<file path="src/rtl/ept_pkg.sv">
`timescale 1ns/1ps
// Shared types for the echo pulse timer.
package ept_pkg;

    // Capture machine: waiting for the leading or the trailing echo edge.
    typedef enum logic {
        CAP_WAIT_RISE = 1'b0,
        CAP_WAIT_FALL = 1'b1
    } cap_state_t;

endpackage

</file>
<file path="src/rtl/ept_timebase.sv">
`timescale 1ns/1ps
// Microsecond prescaler and wrapping timebase.
// Assumes CLK_PER_US clock cycles make one microsecond. The timebase
// returns to 0 on the tick after it has reached reload_i.
module ept_timebase #(
    parameter int CLK_PER_US = 250,
    parameter int TB_W       = 16
) (
    input  logic            clk,
    input  logic            rst_n,
    input  logic [TB_W-1:0] reload_i,
    output logic            us_tick_o,
    output logic [TB_W-1:0] tb_o
);

    localparam int PRE_W = (CLK_PER_US > 1) ? $clog2(CLK_PER_US) : 1;

    generate
        if (CLK_PER_US > 1) begin : g_prescale
            localparam logic [PRE_W-1:0] PRE_LAST = PRE_W'(CLK_PER_US - 1);
            logic [PRE_W-1:0] pre_q;

            // Count clock cycles within one microsecond.
            always_ff @(posedge clk) begin
                if (!rst_n)                pre_q <= '0;
                else if (pre_q == PRE_LAST) pre_q <= '0;
                else                        pre_q <= pre_q + 1'b1;
            end

            assign us_tick_o = (pre_q == PRE_LAST);
        end else begin : g_direct
            assign us_tick_o = 1'b1;
        end
    endgenerate

    // Advance the timebase once per microsecond and wrap at the reload value.
    always_ff @(posedge clk) begin
        if (!rst_n)            tb_o <= '0;
        else if (us_tick_o) begin
            if (tb_o >= reload_i) tb_o <= '0;
            else                  tb_o <= tb_o + 1'b1;
        end
    end

endmodule

</file>
<file path="src/rtl/ept_trigger.sv">
`timescale 1ns/1ps
// Fixed-length trigger pulse generator.
// Assumes TRIG_CYC >= 1. A start request during a pulse is dropped.
module ept_trigger #(
    parameter int TRIG_CYC = 3750
) (
    input  logic clk,
    input  logic rst_n,
    input  logic start_i,
    output logic trig_o
);

    localparam int            TC_W    = $clog2(TRIG_CYC + 1);
    localparam logic [TC_W-1:0] TC_LAST = TC_W'(TRIG_CYC - 1);

    logic [TC_W-1:0] tcnt_q;

    // Hold the trigger high for TRIG_CYC cycles after an accepted start.
    always_ff @(posedge clk) begin
        if (!rst_n) begin
            trig_o <= 1'b0;
            tcnt_q <= '0;
        end else if (trig_o) begin
            if (tcnt_q == TC_LAST) begin
                trig_o <= 1'b0;
                tcnt_q <= '0;
            end else begin
                tcnt_q <= tcnt_q + 1'b1;
            end
        end else if (start_i) begin
            trig_o <= 1'b1;
            tcnt_q <= '0;
        end
    end

endmodule

</file>
<file path="src/rtl/ept_edge_sync.sv">
`timescale 1ns/1ps
// Two-flop synchroniser plus one history flop for echo edge detection.
// Assumes echo_i is asynchronous to clk. Edge strobes are one cycle long.
module ept_edge_sync (
    input  logic clk,
    input  logic rst_n,
    input  logic echo_i,
    output logic rise_o,
    output logic fall_o
);

    logic [2:0] sh_q;

    // Shift the echo through the synchroniser and history stages.
    always_ff @(posedge clk) begin
        if (!rst_n) sh_q <= '0;
        else        sh_q <= {sh_q[1:0], echo_i};
    end

    assign rise_o =  sh_q[1] & ~sh_q[2];
    assign fall_o = ~sh_q[1] &  sh_q[2];

endmodule

</file>
<file path="src/rtl/ept_capture.sv">
`timescale 1ns/1ps
// Rise/fall capture machine, width arithmetic and timeout supervisor.
// Assumes one-cycle edge strobes and a one-cycle microsecond tick.
// An edge takes precedence over a supervisor expiry on the same cycle.
module ept_capture
    import ept_pkg::*;
#(
    parameter int              TB_W       = 16,
    parameter int              CNT_W      = 8,
    parameter int              TIMEOUT_US = 100000,
    parameter logic [TB_W-1:0] SENTINEL   = '1
) (
    input  logic             clk,
    input  logic             rst_n,
    input  logic             us_tick_i,
    input  logic [TB_W-1:0]  tb_i,
    input  logic [TB_W-1:0]  reload_i,
    input  logic             rise_i,
    input  logic             fall_i,
    output logic [TB_W-1:0]  width_o,
    output logic [CNT_W-1:0] done_cnt_o
);

    localparam int              EL_W    = $clog2(TIMEOUT_US + 1);
    localparam logic [EL_W-1:0] EL_LAST = EL_W'(TIMEOUT_US - 1);

    cap_state_t      state_q;
    logic [TB_W-1:0] rise_st_q;
    logic [EL_W-1:0] elapsed_q;
    logic [TB_W-1:0] width_calc;
    logic            expire;

    // Supervisor fires on the tick that completes the timeout window.
    assign expire = us_tick_i && (elapsed_q == EL_LAST);

    // Width from the stored rise stamp and the live timebase, wrap-corrected.
    always_comb begin
        if (tb_i > rise_st_q) width_calc = tb_i - rise_st_q;
        else                  width_calc = (reload_i - rise_st_q) + tb_i;
    end

    // Capture state, stamps, result, completion count and elapsed time.
    always_ff @(posedge clk) begin
        if (!rst_n) begin
            state_q    <= CAP_WAIT_RISE;
            rise_st_q  <= '0;
            elapsed_q  <= '0;
            width_o    <= SENTINEL;
            done_cnt_o <= '0;
        end else begin
            case (state_q)
                CAP_WAIT_RISE: begin
                    if (rise_i) begin
                        rise_st_q <= tb_i;
                        elapsed_q <= '0;
                        state_q   <= CAP_WAIT_FALL;
                    end else if (expire) begin
                        rise_st_q <= '0;
                        elapsed_q <= '0;
                        width_o   <= SENTINEL;
                    end else if (us_tick_i) begin
                        elapsed_q <= elapsed_q + 1'b1;
                    end
                end
                CAP_WAIT_FALL: begin
                    if (fall_i) begin
                        width_o    <= width_calc;
                        done_cnt_o <= done_cnt_o + 1'b1;
                        state_q    <= CAP_WAIT_RISE;
                        if (expire)         elapsed_q <= '0;
                        else if (us_tick_i) elapsed_q <= elapsed_q + 1'b1;
                    end else if (expire) begin
                        rise_st_q <= '0;
                        elapsed_q <= '0;
                        width_o   <= SENTINEL;
                        state_q   <= CAP_WAIT_RISE;
                    end else if (us_tick_i) begin
                        elapsed_q <= elapsed_q + 1'b1;
                    end
                end
                default: state_q <= CAP_WAIT_RISE;
            endcase
        end
    end

endmodule

</file>
<file path="src/rtl/ept_echo_timer.sv">
`timescale 1ns/1ps
// Ultrasonic echo pulse timer: trigger generator, microsecond timebase,
// echo synchroniser and capture machine with a timeout supervisor.
// Assumes echo_i is asynchronous and reload_i is quasi-static.
module ept_echo_timer #(
    parameter int              CLK_PER_US = 250,
    parameter int              TRIG_US    = 15,
    parameter int              TIMEOUT_US = 100000,
    parameter int              TB_W       = 16,
    parameter int              CNT_W      = 8,
    parameter logic [TB_W-1:0] SENTINEL   = '1
) (
    input  logic             clk,
    input  logic             rst_n,
    input  logic             start_i,
    input  logic [TB_W-1:0]  reload_i,
    input  logic             echo_i,
    output logic             trig_o,
    output logic [TB_W-1:0]  width_o,
    output logic [CNT_W-1:0] done_cnt_o
);

    localparam int TRIG_CYC = TRIG_US * CLK_PER_US;

    logic            us_tick;
    logic [TB_W-1:0] tb_val;
    logic            echo_rise;
    logic            echo_fall;

    ept_timebase #(
        .CLK_PER_US (CLK_PER_US),
        .TB_W       (TB_W)
    ) u_timebase (
        .clk       (clk),
        .rst_n     (rst_n),
        .reload_i  (reload_i),
        .us_tick_o (us_tick),
        .tb_o      (tb_val)
    );

    ept_trigger #(
        .TRIG_CYC (TRIG_CYC)
    ) u_trigger (
        .clk     (clk),
        .rst_n   (rst_n),
        .start_i (start_i),
        .trig_o  (trig_o)
    );

    ept_edge_sync u_sync (
        .clk    (clk),
        .rst_n  (rst_n),
        .echo_i (echo_i),
        .rise_o (echo_rise),
        .fall_o (echo_fall)
    );

    ept_capture #(
        .TB_W       (TB_W),
        .CNT_W      (CNT_W),
        .TIMEOUT_US (TIMEOUT_US),
        .SENTINEL   (SENTINEL)
    ) u_capture (
        .clk        (clk),
        .rst_n      (rst_n),
        .us_tick_i  (us_tick),
        .tb_i       (tb_val),
        .reload_i   (reload_i),
        .rise_i     (echo_rise),
        .fall_i     (echo_fall),
        .width_o    (width_o),
        .done_cnt_o (done_cnt_o)
    );

endmodule

</file>
<file path="config.mk">
export PLATFORM = sky130hd
export DESIGN_NAME = ept_echo_timer
export DESIGN_NICKNAME = d
export VERILOG_FILES = /design/src/rtl/ept_pkg.sv /design/src/rtl/ept_timebase.sv /design/src/rtl/ept_trigger.sv /design/src/rtl/ept_edge_sync.sv /design/src/rtl/ept_capture.sv /design/src/rtl/ept_echo_timer.sv
export SDC_FILE = /design/constraint.sdc
export NUM_CORES = 1
export LEC_CHECK = 0
export ABC_AREA = 1
export CAP_MARGIN = 20
export CORE_ASPECT_RATIO = 1.25
export CORE_MARGIN = 3
export CORE_UTILIZATION = 45
export CTS_BUF_LIST = sky130_fd_sc_hd__clkbuf_4 sky130_fd_sc_hd__clkbuf_8
export DETAILED_ROUTE_END_ITERATION = 16
export GPL_ROUTABILITY_DRIVEN = 0
export RECOVER_POWER = 50
export SYNTH_ARGS = -nofsm -noshare
export SYNTH_HDL_FRONTEND = slang
export SYNTH_SLANG_ARGS = --single-unit
</file>
<file path="constraint.sdc">
create_clock -name clk -period 3.75 [get_ports clk]
set_input_delay 0.9375 -clock clk [delete_from_list [all_inputs] [get_ports clk]]
set_output_delay 0.9375 -clock clk [all_outputs]
set_load 0.005 [all_outputs]
</file>
==> run_results.csv <==
group,metric,value,unit
outcome,status,"finished, violations left",
outcome,violations,"capacitance limit, slew limit",
yosys,syn_area,7590,um2
clock_network,htreeDepth,3,
layout,drive_gt1_frac,0.0449,
clock_network,post_cts_buffers,0,
floorplanning,row_count,52,
hold_path,holdCritStartpoint,"u_sync.sh_q[0]",
critical_path,endpoint_kind,"flip-flop",
sta,fin_tns_setup,0,ns
pwr,pwr-share-seq,0.519,
global_routing,grt_pass1_vias,6687,
floorplanning,die_area,18500,um2
critical_path,cp-start-kind,"input pin",
flow_run,cap_violations,1,
critical_path,startpoint,"reload_i[2]",
hold_path,hold_depth,2,
yosys,synth_cells,1180,
yosys,syn_area_per_cell,6.43,um2
pwr,ir_drop,0.181,mV
floorplanning,core_area,16300,um2
global_routing,grt_use_total,0.211,
sta,slew-limit-headroom,-0.176,
floorplanning,start_util,0.465,
critical_path,r2r_setup_slack,1.04,ns
sta,fin_crit_sh,0.845,
yosys,yosys_warnings,0,
sta,worst_hold_slack,0.420,ns
layout,fillers,1736,
pwr,switching_share,0.298,
clock_network,hold_buffers,0,
pwr,comb_power_share,0.146,
layout,syn2layout_area_growth,10.7,%
critical_path,r2r_start,"u_timebase.tb_o[1]",
floorplanning,die_h,151,um
clock_network,tritoncts,"yes",
global_routing,grt_busiest_layer,"met2",
global_routing,use_met3,0.0250,
route,avgViaCountPerCell,4.84,
route,wirelength,18800,um
clock_network,cts_buffer_depth,2,
pwr,power.switching,610,uW
clock_network,postCtsResizedCells,0,
route,num_vias,6975,
layout,antenna_cells,0,
placement,place_hpwl,15100,um
global_routing,use_met1,0.242,
critical_path,path_class,"input pin to flip-flop",
clock_network,cts-buffers-inserted,9,
clock_network,cts_root_buf,"clkbuf_8",
critical_path,rr_worst_depth,12,
layout,utilization,0.514,
clock_network,worstSkewPairLatency,0.39,ns
yosys,yosys.cell_types.count,48,
layout,final_cell_mix,"nand2_1, inv_1, dfxtp_1, nand3_1, a21oi_1",
layout,mostFrequentLayoutCell,"nand2_1",
placement,port_buffers,44,
placement,placed_area,8220,um2
clock_network,path_clk_slew,0.10,ns
global_routing,overflow,0,
placement,dpl.cell_count,1425,
floorplanning,die_width,122,um
critical_path,endpoint,"u_capture.width_o[5]",
yosys,ys_ff_latch,98,
route,post_drt_wl_per_cell,13.1,um
critical_path,rr_endpoint,"u_capture.width_o[8]",
clock_network,cts_sinks,98,
route,drc,0,
global_routing,gr-usage-met2,0.401,
critical_path,worstPathArrival,3.39,ns
layout,nets,1311,
global_routing,grt_max_degree,36,
sta,setup_viol,0,
critical_path,critPathRequiredTime,3.97,ns
route,drtAntennaViolNets,0,
yosys,synthesis.nets,1271,
pwr,clkPwrFrac,0.335,
sta,finalHoldViolations,0,
yosys,yosysSeqAreaShare,0.259,
pwr,p_leak,0.00418,uW
floorplanning,io_pins,45,
route,first_pass_iters,5,
global_routing,grt_pass1_wl,31100,um
sta,rsz0062_at_grt,"no",
critical_path,critical_path_peak_fanout,7,
sta,skew,0.0120,ns
sta,report.final.slew_viol_count,36,
route,dr.first_iter.drc_count,358,
pwr,internal_power,1430,uW
pwr,powerDensity,244,nW/um2
hold_path,hold_path_class,"flip-flop to flip-flop",
global_routing,antenna_found_initial,0,
sta,period_minus_slack,3.17,ns
sta,worst_slew_pin_slew,1.76,ns
layout,stdcell_area,8390,um2
layout,fin_cells,1440,
sta,fmax,316,MHz
[synthesized netlist by cell type (all sizes together)]
library cell / n / area [um2]
inv: 228 / 858
o21bai: 2 / 15.0
a211oi: 2 / 15.0
and2: 3 / 18.8
a21oi: 81 / 405
dfxtp: 98 / 1960
nor2: 85 / 354
a31oi: 8 / 50.1
nor4b: 1 / 23.8
nor3: 21 / 128
clkinv: 3 / 11.3
xor2: 21 / 184
nand4: 18 / 149
o21a: 4 / 30.0
nor4: 4 / 31.3
xnor2: 4 / 35.0
or2: 2 / 12.5
o211ai: 1 / 7.51
nand3: 90 / 485
o22ai: 4 / 25.0
nor3b: 3 / 22.5
clkbuf: 12 / 45.0
buf: 9 / 68.8
and3: 4 / 25.0
o21ai: 31 / 155
or3: 1 / 6.26
fa: 16 / 320
nand3b: 6 / 61.3
ha: 55 / 688
nand2: 363 / 1390
[registers in the layout, indices dropped and copies added (netlist names)]
signal	flops
u_capture.state_q	1
u_timebase.g_prescale.pre_q	8
u_trigger.tcnt_q	12
u_timebase.tb_o	16
u_capture.width_o	16
u_sync.sh_q	3
u_capture.rise_st_q	16
u_trigger.trig_o	1
u_capture.done_cnt_o	8
u_capture.elapsed_q	17
[final cells by class]
cell class | instances | area, um2 | share of cell area
multi-input combinational | 830 | 4640 | 0.553
sequential | 98 | 1960 | 0.234
inverter | 231 | 870 | 0.104
timing repair buffer | 50 | 472 | 0.0562
tap | 216 | 270 | 0.0322
clock buffer | 10 | 138 | 0.0164
clock inverter | 5 | 42.5 | 0.00507
[per-stage QoR]
step	worst slack, ns	power, uW
6_report	0.582	2050
5_1_grt	0.339	2160
4_1_cts	0.608	2080
3_5_place_dp	0.186	1390
3_3_place_gp	0.195	1380
2_1_floorplan	0.959	1290
[cells by family (layout without fill, tap and decap cells)]
family | Yosys count | in the layout | share of synthesized area
AO/OA/AOI/OAI | 133 | 133 | 0.0927
AND/OR/NAND/NOR | 601 | 601 | 0.357
adder cells (fa/ha/maj) | 71 | 71 | 0.133
flip-flops | 98 | 98 | 0.259
buffers and inverters | 252 | 296 | 0.130
XOR/XNOR | 25 | 25 | 0.0289
[power groups by stage]
| stage | sequential [uW] | combinational [uW] | clock (uW) |
|---|---|---|---|
| after global placement | 1090 | 299 | 0 |
| after detailed placement | 1090 | 301 | 0 |
| after CTS | 1060 | 302 | 713 |
| final | 1060 | 299 | 685 |
| after floorplan | 1080 | 208 | 0 |
| after global routing | 1060 | 345 | 748 |
[routing by layer]
| metal | share of wire | routed length (um) | vias up |
|---|---|---|---|
| met4 | 0.027 | 504 | 0 |
| li1 | - | - | 3767 |
| met5 | 0 | 0 | - |
| met1 | 0.43 | 8030 | 3089 |
| met2 | 0.52 | 9750 | 87 |
| met3 | 0.029 | 551 | 32 |
[worst min-delay path by stage]
stage,end,slack (ns)
2_1_floorplan,u_sync.sh_q[1],0.39
3_3_place_gp,u_sync.sh_q[1],0.41
3_5_place_dp,u_sync.sh_q[1],0.40
4_1_cts,u_sync.sh_q[1],0.42
5_1_grt,u_sync.sh_q[1],0.46
6_report,u_sync.sh_q[1],0.42
[worst max-delay path, stage by stage]
cell	delay, ns
clkdlybuf4s50_1	0.45
inv_1	0.07
fa_1	0.54
inv_1	0.04
ha_1	0.37
nand2_1	0.12
nand3_1	0.21
nand2_1	0.13
nand2_1	0.11
xor2_1	0.16
nand2_1	0.06
nand3_1	0.07
nand2_1	0.08
nand2_1	0.04
(Power assumes the default switching activity.)
